File: config.mk
export PLATFORM = sky130hd
export DESIGN_NAME = irq_requeue_top
export DESIGN_NICKNAME = d
export VERILOG_FILES = /design/src/rtl/irq_requeue_pkg.sv /design/src/rtl/irqq_timer.sv /design/src/rtl/irqq_fsm.sv /design/src/rtl/irqq_out.sv /design/src/rtl/irq_requeue_top.sv
export SDC_FILE = /design/constraint.sdc
export NUM_CORES = 1
export LEC_CHECK = 0
export ABC_AREA = 1
export BUFFER_PORTS_ARGS = -buffer_cell sky130_fd_sc_hd__buf_4
export CAP_MARGIN = 20
export CORE_MARGIN = 1
export CORE_UTILIZATION = 40
export CTS_BUF_LIST = sky130_fd_sc_hd__clkbuf_2 sky130_fd_sc_hd__clkbuf_4 sky130_fd_sc_hd__clkbuf_8
export DETAILED_ROUTE_END_ITERATION = 8
export SYNTH_ARGS = -nofsm -noshare
export SYNTH_HDL_FRONTEND = slang
export SYNTH_SLANG_ARGS = --single-unit
File: constraint.sdc
create_clock -name clk -period 1.75 [get_ports clk]
set_clock_uncertainty 0.05 [all_clocks]
set_input_delay 0.175 -clock clk [delete_from_list [all_inputs] [get_ports clk]]
set_output_delay 0.175 -clock clk [all_outputs]
set_load 0.02 [all_outputs]
File: src/rtl/irq_requeue_pkg.sv
package irq_requeue_pkg;

    typedef enum logic [1:0] {
        ST_IDLE   = 2'd0,
        ST_WAIT   = 2'd1,
        ST_QUEUED = 2'd2
    } irqq_state_e;

    typedef struct packed {
        logic load;
        logic dec;
    } irqq_timer_cmd_t;

endpackage

File: src/rtl/irqq_timer.sv
module irqq_timer #(
    parameter int CNT_W = 8
) (
    input  logic                             clk,
    input  logic                             rst,
    input  irq_requeue_pkg::irqq_timer_cmd_t cmd,
    input  logic [CNT_W-1:0]                 reload,
    output logic [CNT_W-1:0]                 count,
    output logic                             expired
);
    localparam logic [CNT_W-1:0] ONE = {{(CNT_W-1){1'b0}}, 1'b1};

    always_ff @(posedge clk) begin
        if (rst) begin
            count <= '0;
        end else if (cmd.load) begin
            count <= reload;
        end else if (cmd.dec) begin
            count <= count - ONE;
        end
    end

    assign expired = (count == '0);
endmodule

File: src/rtl/irqq_fsm.sv
module irqq_fsm (
    input  logic                             clk,
    input  logic                             rst,
    input  logic                             evt,
    input  logic                             clr,
    input  logic                             expired,
    output irq_requeue_pkg::irqq_state_e     state,
    output irq_requeue_pkg::irqq_state_e     state_nxt,
    output irq_requeue_pkg::irqq_timer_cmd_t tcmd
);
    import irq_requeue_pkg::*;

    always_ff @(posedge clk) begin
        if (rst) begin
            state <= ST_IDLE;
        end else begin
            state <= state_nxt;
        end
    end

    always_comb begin
        state_nxt = state;
        tcmd      = '0;
        unique case (state)
            ST_IDLE: begin
                if (evt) begin
                    state_nxt = ST_WAIT;
                    tcmd.load = 1'b1;
                end
            end
            ST_WAIT: begin
                if (evt) begin
                    state_nxt = ST_QUEUED;
                    tcmd.load = 1'b1;
                end else if (clr || expired) begin
                    state_nxt = ST_IDLE;
                end else begin
                    tcmd.dec = 1'b1;
                end
            end
            ST_QUEUED: begin
                if (evt) begin
                    tcmd.load = 1'b1;
                end else if (expired) begin
                    state_nxt = ST_WAIT;
                    tcmd.load = 1'b1;
                end else begin
                    tcmd.dec = 1'b1;
                end
            end
            default: begin
                state_nxt = ST_IDLE;
            end
        endcase
    end
endmodule

File: src/rtl/irqq_out.sv
module irqq_out (
    input  logic                         clk,
    input  logic                         rst,
    input  irq_requeue_pkg::irqq_state_e state_nxt,
    output logic                         irq
);
    import irq_requeue_pkg::*;

    always_ff @(posedge clk) begin
        if (rst) begin
            irq <= 1'b0;
        end else begin
            irq <= (state_nxt == ST_WAIT);
        end
    end
endmodule

File: src/rtl/irq_requeue_top.sv
module irq_requeue_top #(
    parameter int CNT_W = 8
) (
    input  logic             clk,
    input  logic             rst,
    input  logic             evt_pulse,
    input  logic             clr_strobe,
    input  logic [CNT_W-1:0] timeout_cycles,
    output logic             irq_req
);
    import irq_requeue_pkg::*;

    irqq_state_e     cur_state;
    irqq_state_e     nxt_state;
    irqq_timer_cmd_t tcmd;
    logic [CNT_W-1:0] cnt;
    logic            cnt_zero;

    irqq_fsm u_fsm (
        .clk      (clk),
        .rst      (rst),
        .evt      (evt_pulse),
        .clr      (clr_strobe),
        .expired  (cnt_zero),
        .state    (cur_state),
        .state_nxt(nxt_state),
        .tcmd     (tcmd)
    );

    irqq_timer #(.CNT_W(CNT_W)) u_timer (
        .clk    (clk),
        .rst    (rst),
        .cmd    (tcmd),
        .reload (timeout_cycles),
        .count  (cnt),
        .expired(cnt_zero)
    );

    irqq_out u_out (
        .clk      (clk),
        .rst      (rst),
        .state_nxt(nxt_state),
        .irq      (irq_req)
    );
endmodule

==> impl_metrics.env, run 1 <==
export IMPL_status="completed"
export IMPL_antenna_found_initial=0
export IMPL_cts_root_buf="clkbuf_4"
export IMPL_cts_sinks=11
export IMPL_fin_util=0.534
export IMPL_tightest_slew_ns=0.273
export IMPL_num_io_pins=13
export IMPL_worstSetupPathType="reg2reg"
export IMPL_async_flop_share=0
export IMPL_crit_buf_inv=2
export IMPL_clock_path_buffers=2
export IMPL_synth_edf_count=0
export IMPL_start_util=0.422
export IMPL_seq_area_um2=228
export IMPL_synth_fp_nets=151
export IMPL_crit_chain="inv_1, ha_1, nand2_2, nor2_1, nor2_2, nand2_2, nand2_4, inv_1, nor2_1, nor2_1"
export IMPL_cp_arrival_ns=1.75
export IMPL_min_to="u_fsm.state[1]"
export IMPL_holdWs_ns=0.00609
export IMPL_power_density_nw_per_um2=1410
export IMPL_hold_path_class="in2reg"
export IMPL_clk_pin_slew_worst_paths_ns=0.08
export IMPL_synthTopCellsByArea="dfxtp_1 27%, nand2_1 15%, nor2_1 12%, nand3_1 8.5%, inv_1 8.2%"
export IMPL_required_ns=1.87
export IMPL_drcViolationCount=0
export IMPL_cp_end_kind="flip-flop"
export IMPL_coreArea_um2=1940
export IMPL_hold_violations=0
export IMPL_cts_tree="built"
export IMPL_first_iter_violations=25
export IMPL_drive_above_1_share=0.236
export IMPL_r2r_slack_ns=0.11
export IMPL_start_kind="flip-flop"
export IMPL_grt_overflow=0
export IMPL_ys_types=18
export IMPL_ant_nets=0
export IMPL_cap_violations=0
export IMPL_cp_max_fo=6
export IMPL_cp_common_cell="nor2_1"
export IMPL_cts_buffers=3
export IMPL_ctsHoldBuffers=0
export IMPL_htreeDepth=1
export IMPL_regToRegStartpoint="u_timer.count[0]"
export IMPL_relSlewSlack=0.818
export IMPL_placed_area_um2=970
export IMPL_synth_seq_cells=11
export IMPL_final_area_um2=1040
export IMPL_setup_tns_ns=0
export IMPL_die_area_um2=2230
export IMPL_regToRegEndpoint="u_timer.count[4]"
export IMPL_place_congestion=0.903
export IMPL_synthCells=134
export IMPL_post_route_period_util=0.936
export IMPL_multi_input_area_um2=532
export IMPL_worst_path_max_delay_cell="dfxtp_2"
export IMPL_leakage_nw=0.540
export IMPL_avgSynthCellArea_um2=6.12
export IMPL_worstSkewPairLatency_ns=0.27
export IMPL_grt_first_pass_wirelength_um=2820
export IMPL_io_buffers=12
export IMPL_worst_r2r_cell_count=10
export IMPL_fill_cells=206
export IMPL_ys_seq_area_frac=0.269
export IMPL_drt_pass1_iterations=4
export IMPL_dp_hpwl_um=1490
export IMPL_rsz0062_at_grt="false"
export IMPL_wl_per_cell_um=10.4
export IMPL_antenna_cells=0
export IMPL_ys_flop_type="dfxtp_1"
export IMPL_die_w_um=47.3
export IMPL_grt_max_degree=12
export IMPL_layout_nets=175
export IMPL_setup_viol=0
export IMPL_fin_cells=184
export IMPL_cpPeakStageDelay_ns=0.34
export IMPL_placed_cells=177
export IMPL_ys_warn_count=0
export IMPL_synth_area_leader_cell="dfxtp_1"
export IMPL_area_delta_synth_final_pct=26.6
export IMPL_vias_per_cell=4.96
export IMPL_first_global_vias=680
export IMPL_num_vias=912
export IMPL_layout_common_cells="33 x nand2_1, 26 x nor2_1, 18 x buf_4"
export IMPL_fp_dieH_um=47.3
export IMPL_fmax_ghz=0.610
export IMPL_hold_start="rst"
export IMPL_synth_top_area_share=0.269
export IMPL_ir_drop_uv=718
export IMPL_rows=16
export IMPL_cpLargestDelayFamily="simple AND/OR/NAND/NOR gates"
export IMPL_wirelength_um=1920
export IMPL_post_route_min_period_ns=1.64
export IMPL_netlist_area_um2=820
export IMPL_holdPathStages=2
export IMPL_final_common_cell="nand2_1"
export IMPL_final_max_slew_violation_count=0
export IMPL_track_usage=0.180
state kept, by name, summed over array words and instances (netlist names):
name,cells
u_timer.count,8
u_fsm.state,2
u_out.irq,1
power breakdown:
part           total (mW)  switching (mW)  internal (mW)
Clock               0.195          0.0909          0.104
Sequential          0.391          0.0668          0.325
Combinational       0.878           0.512          0.367
Total                1.46           0.669          0.795
cells by family after synthesis:
family          share of synthesized area
simple gates                        0.423
buf+inv                            0.0962
compound gates                      0.115
flops                               0.269
fa+ha+maj                          0.0763
xor+xnor                           0.0214
synthesized netlist by cell type (3+ instances only):
cell and count:
nand3_1 14, o21ai_1 4, dfxtp_1 11, a21oi_1 3, nor2_2 3, nand2_2 3
nor2_1 26, o21ai_0 7, inv_1 18, ha_1 5, nand2_1 33
layout make-up:
class                      instances  area share
clock buffer                       4      0.0290
sequential                        11       0.220
inverter                          18      0.0651
multi-input combinational        105       0.513
timing repair buffer              19       0.141
tap                               27      0.0326
per-stage QoR:
stage	total power, mW	worst slack, ns
detailed placement	1.22	0.00174
global placement	1.22	0.0422
global route	1.60	0.00195
CTS	1.42	0.0101
finish	1.46	0.111
floorplan	1.01	0.176
routing by layer:
layer	global-route usage	vias to the layer above	part of all wire
met4	0.0686	0	0.0099
met1	0.276	401	0.48
li1	-	471	-
met2	0.249	36	0.45
met3	0.0231	4	0.060
met5	0	-	0
repair_timing:
| action | in CTS | in global routing |
|---|---|---|
| resized for setup | 1 | 9 |
| endpoints found under the hold margin | 0 | 0 |
| buffers inserted | 0 | 2 |
| setup endpoints to repair | 4 | 8 |
| cloned | 0 | 1 |
| pin swaps | 0 | 4 |
worst register-to-register path, cell delays in order (launching register included):
cell and delay, ns:
dfxtp_2 0.34, inv_1 0.06, ha_1 0.23, nand2_2 0.12, nor2_1 0.07, nor2_2 0.18, nand2_2 0.12, nand2_4 0.13
inv_1 0.09, nor2_1 0.11, nor2_1 0.04
worst max path at each step:
stage / cells after the start / end / slack [ns] / startpoint
finish: 10 / u_timer.count[4] / 0.11 / u_timer.count[0]
floorplan: 11 / u_timer.count[7] / 0.18 / u_fsm.state[0]
global route: 10 / u_timer.count[3] / 0.002 / u_timer.count[0]
global placement: 8 / u_timer.count[1] / 0.04 / u_fsm.state[1]
CTS: 10 / u_timer.count[7] / 0.01 / u_fsm.state[0]
detailed placement: 8 / u_timer.count[4] / 0.002 / u_fsm.state[1]
Power figures use the tool's default switching activity.
==> run 2: changes to the inputs <==
--- a/config.mk
+++ b/config.mk
@@ -12,6 +12,8 @@
 export CORE_UTILIZATION = 40
 export CTS_BUF_LIST = sky130_fd_sc_hd__clkbuf_2 sky130_fd_sc_hd__clkbuf_4 sky130_fd_sc_hd__clkbuf_8
 export DETAILED_ROUTE_END_ITERATION = 8
+export MAX_ROUTING_LAYER = met4
 export SYNTH_ARGS = -nofsm -noshare
 export SYNTH_HDL_FRONTEND = slang
+export SYNTH_HIERARCHICAL = 1
 export SYNTH_SLANG_ARGS = --single-unit
==> impl_metrics.env, run 2 <==
export IMPL_clk_pin_slew_worst_paths_ns=0.07
export IMPL_rows=15
export IMPL_cp_end_kind="flip-flop"
export IMPL_worstSetupPathType="reg2reg"
export IMPL_clock_path_buffers=2
export IMPL_drcViolationCount=0
export IMPL_antenna_cells=0
export IMPL_multi_input_area_um2=536
export IMPL_synth_fa_ha_area_frac=0.0927
export IMPL_layout_common_cells="24 x buf_4, 21 x inv_1, 19 x nand2_1"
export IMPL_grt_overflow=0
export IMPL_ctsHoldBuffers=0
export IMPL_synth_fp_nets=142
export IMPL_cts_buffers=3
export IMPL_die_area_um2=2210
export IMPL_htreeDepth=1
export IMPL_status="completed"
export IMPL_avgSynthCellArea_um2=6.53
export IMPL_wirelength_um=1900
export IMPL_fin_ws_ns=0.00632
export IMPL_netlist_area_um2=810
export IMPL_cts_root_buf="clkbuf_4"
export IMPL_cp_max_fo=5
export IMPL_grt_max_degree=9
export IMPL_placed_cells=170
export IMPL_rsz0062_at_grt="true"
export IMPL_ys_flop_type="dfxtp_1"
export IMPL_yosys_area_share_xor_xnor=0.0108
export IMPL_post_route_period_util=0.996
export IMPL_first_global_vias=774
export IMPL_ys_seq_area_frac=0.272
export IMPL_dp_worst_setup_slack_ns=-0.00724
export IMPL_tightest_slew_ns=0.236
export IMPL_reg_largest_list="u_timer/count: 8 flops, u_fsm/state: 2 flops, u_out/irq: 1 flops"
export IMPL_synth_area_leader_cell="dfxtp_1"
export IMPL_yosys_area_share_simple=0.321
export IMPL_place_congestion=0.873
export IMPL_dp_hpwl_um=1430
export IMPL_cp_arrival_ns=1.85
export IMPL_antenna_found_initial=0
export IMPL_num_vias=848
export IMPL_synthTopCellsByArea="dfxtp_1 27%, inv_1 10%, ha_1 9.3%, nand2_1 9.3%, nand3_1 6.8%"
export IMPL_synth_compound_area_frac=0.164
export IMPL_top_register="u_timer/count"
export IMPL_synth_edf_count=0
export IMPL_leakage_nw=0.562
export IMPL_track_usage=0.203
export IMPL_post_route_min_period_ns=1.74
export IMPL_synth_top_family_by_area="simple AND/OR/NAND/NOR gates"
export IMPL_seq_area_um2=225
export IMPL_drive_above_1_share=0.424
export IMPL_power_density_nw_per_um2=989
export IMPL_ys_warn_count=6
export IMPL_synth_top_cells_by_count="22 x inv_1, 20 x nand2_1, 11 x dfxtp_1, 11 x nand3_1, 10 x nor2_1"
export IMPL_final_max_slew_violation_count=0
export IMPL_num_io_pins=13
export IMPL_ir_drop_uv=545
export IMPL_grt_first_pass_wirelength_um=3100
export IMPL_synth_seq_cells=11
export IMPL_synth_most_common_cell="inv_1"
export IMPL_worstSkewPairLatency_ns=0.27
export IMPL_fin_util=0.615
export IMPL_ant_nets=0
export IMPL_start_util=0.449
export IMPL_final_common_cell="buf_4"
export IMPL_first_iter_violations=11
export IMPL_die_w_um=47.0
export IMPL_async_flop_share=0
export IMPL_drt_pass1_iterations=4
export IMPL_start_kind="flip-flop"
export IMPL_cts_tree="built"
export IMPL_setup_viol=0
export IMPL_vias_per_cell=4.82
export IMPL_fp_dieH_um=47.0
export IMPL_yosys_mux_area_fraction=0
export IMPL_largest_register_ffs=8
export IMPL_fill_cells=187
export IMPL_ys_types=22
export IMPL_io_buffers=12
export IMPL_synth_top_area_share=0.272
export IMPL_hold_path_class="in2reg"
export IMPL_area_delta_synth_final_pct=36.8
export IMPL_synthCells=124
export IMPL_layout_nets=170
export IMPL_fin_cells=176
export IMPL_required_ns=1.86
export IMPL_fmax_ghz=0.573
export IMPL_wl_per_cell_um=10.8
export IMPL_hold_violations=0
export IMPL_cts_sinks=11
export IMPL_cap_violations=0
export IMPL_relSlewSlack=0.842
export IMPL_coreArea_um2=1800
-- run 2: cell families after synthesis --
| group | Yosys count |
|---|---|
| fa+ha+maj | 6 |
| buf+inv | 29 |
| compound gates | 23 |
| simple gates | 54 |
| xor+xnor | 1 |
| flops | 11 |
-- run 2: path summary, 6_finish.rpt --
path	cells after the start	start	slack, ns	end
worst max-delay path	12	u_timer/count[1]	0.006	u_timer/count[5]
worst max register to register	12	u_timer/count[1]	0.006	u_timer/count[5]
worst min-delay path	2	rst	0.08	u_fsm/state[1]
worst min register to register	2	u_timer/count[2]	0.48	u_timer/count[2]
-- run 2: report_power, final --
| group | total [mW] | internal [mW] | leakage (nW) | switching, mW |
|---|---|---|---|---|
| logic | 0.578 | 0.257 | 0.452 | 0.320 |
| registers | 0.326 | 0.293 | 0.0919 | 0.0327 |
| clock network | 0.192 | 0.104 | 0.0184 | 0.0881 |
| total | 1.10 | 0.654 | 0.562 | 0.441 |
-- run 2: worst max-delay path, cell delays in order, from the launching register on --
cell     delay (ns)
dfxtp_2        0.32
inv_1          0.07
ha_2           0.17
nand3_2        0.07
nor2_2         0.11
nor2_2         0.06
nor2_1         0.12
o21ai_1        0.09
inv_1          0.11
buf_4          0.17
nor2_4         0.05
a22oi_1        0.16
a21oi_2        0.07
-- run 2: area by class of cell --
cell class | instances | area share
timing repair buffer | 24 | 0.163
sequential | 11 | 0.203
inverter | 28 | 0.0949
tap | 25 | 0.0282
multi-input combinational | 84 | 0.484
clock buffer | 4 | 0.0271
-- run 2: per-layer routing --
layer,wire length (um),part of all wire,GRT usage
met1,883,0.46,0.274
met2,908,0.48,0.306
met3,94,0.049,0.0346
met5,0,0,-
met4,15,0.0079,0.0686
-- run 2: timing repair --
item                       CTS  global route
setup endpoints to repair    4             8
resized for setup            2            19
setup buffers                0             2
gates cloned                 0             0
pin swaps                    0             6
-- run 2: metrics by stage --
stage	power (mW)	TNS, ns	hold slack (ns)	instance area, um^2
floorplan	0.658	0	0.187	810
global placement	0.812	-0.00449	0.365	998
detailed placement	0.817	-0.00724	0.364	998
CTS	1.02	0	0.0755	1030
global route	1.18	-0.223	0.0713	1110
finish	1.10	0	0.0792	1110
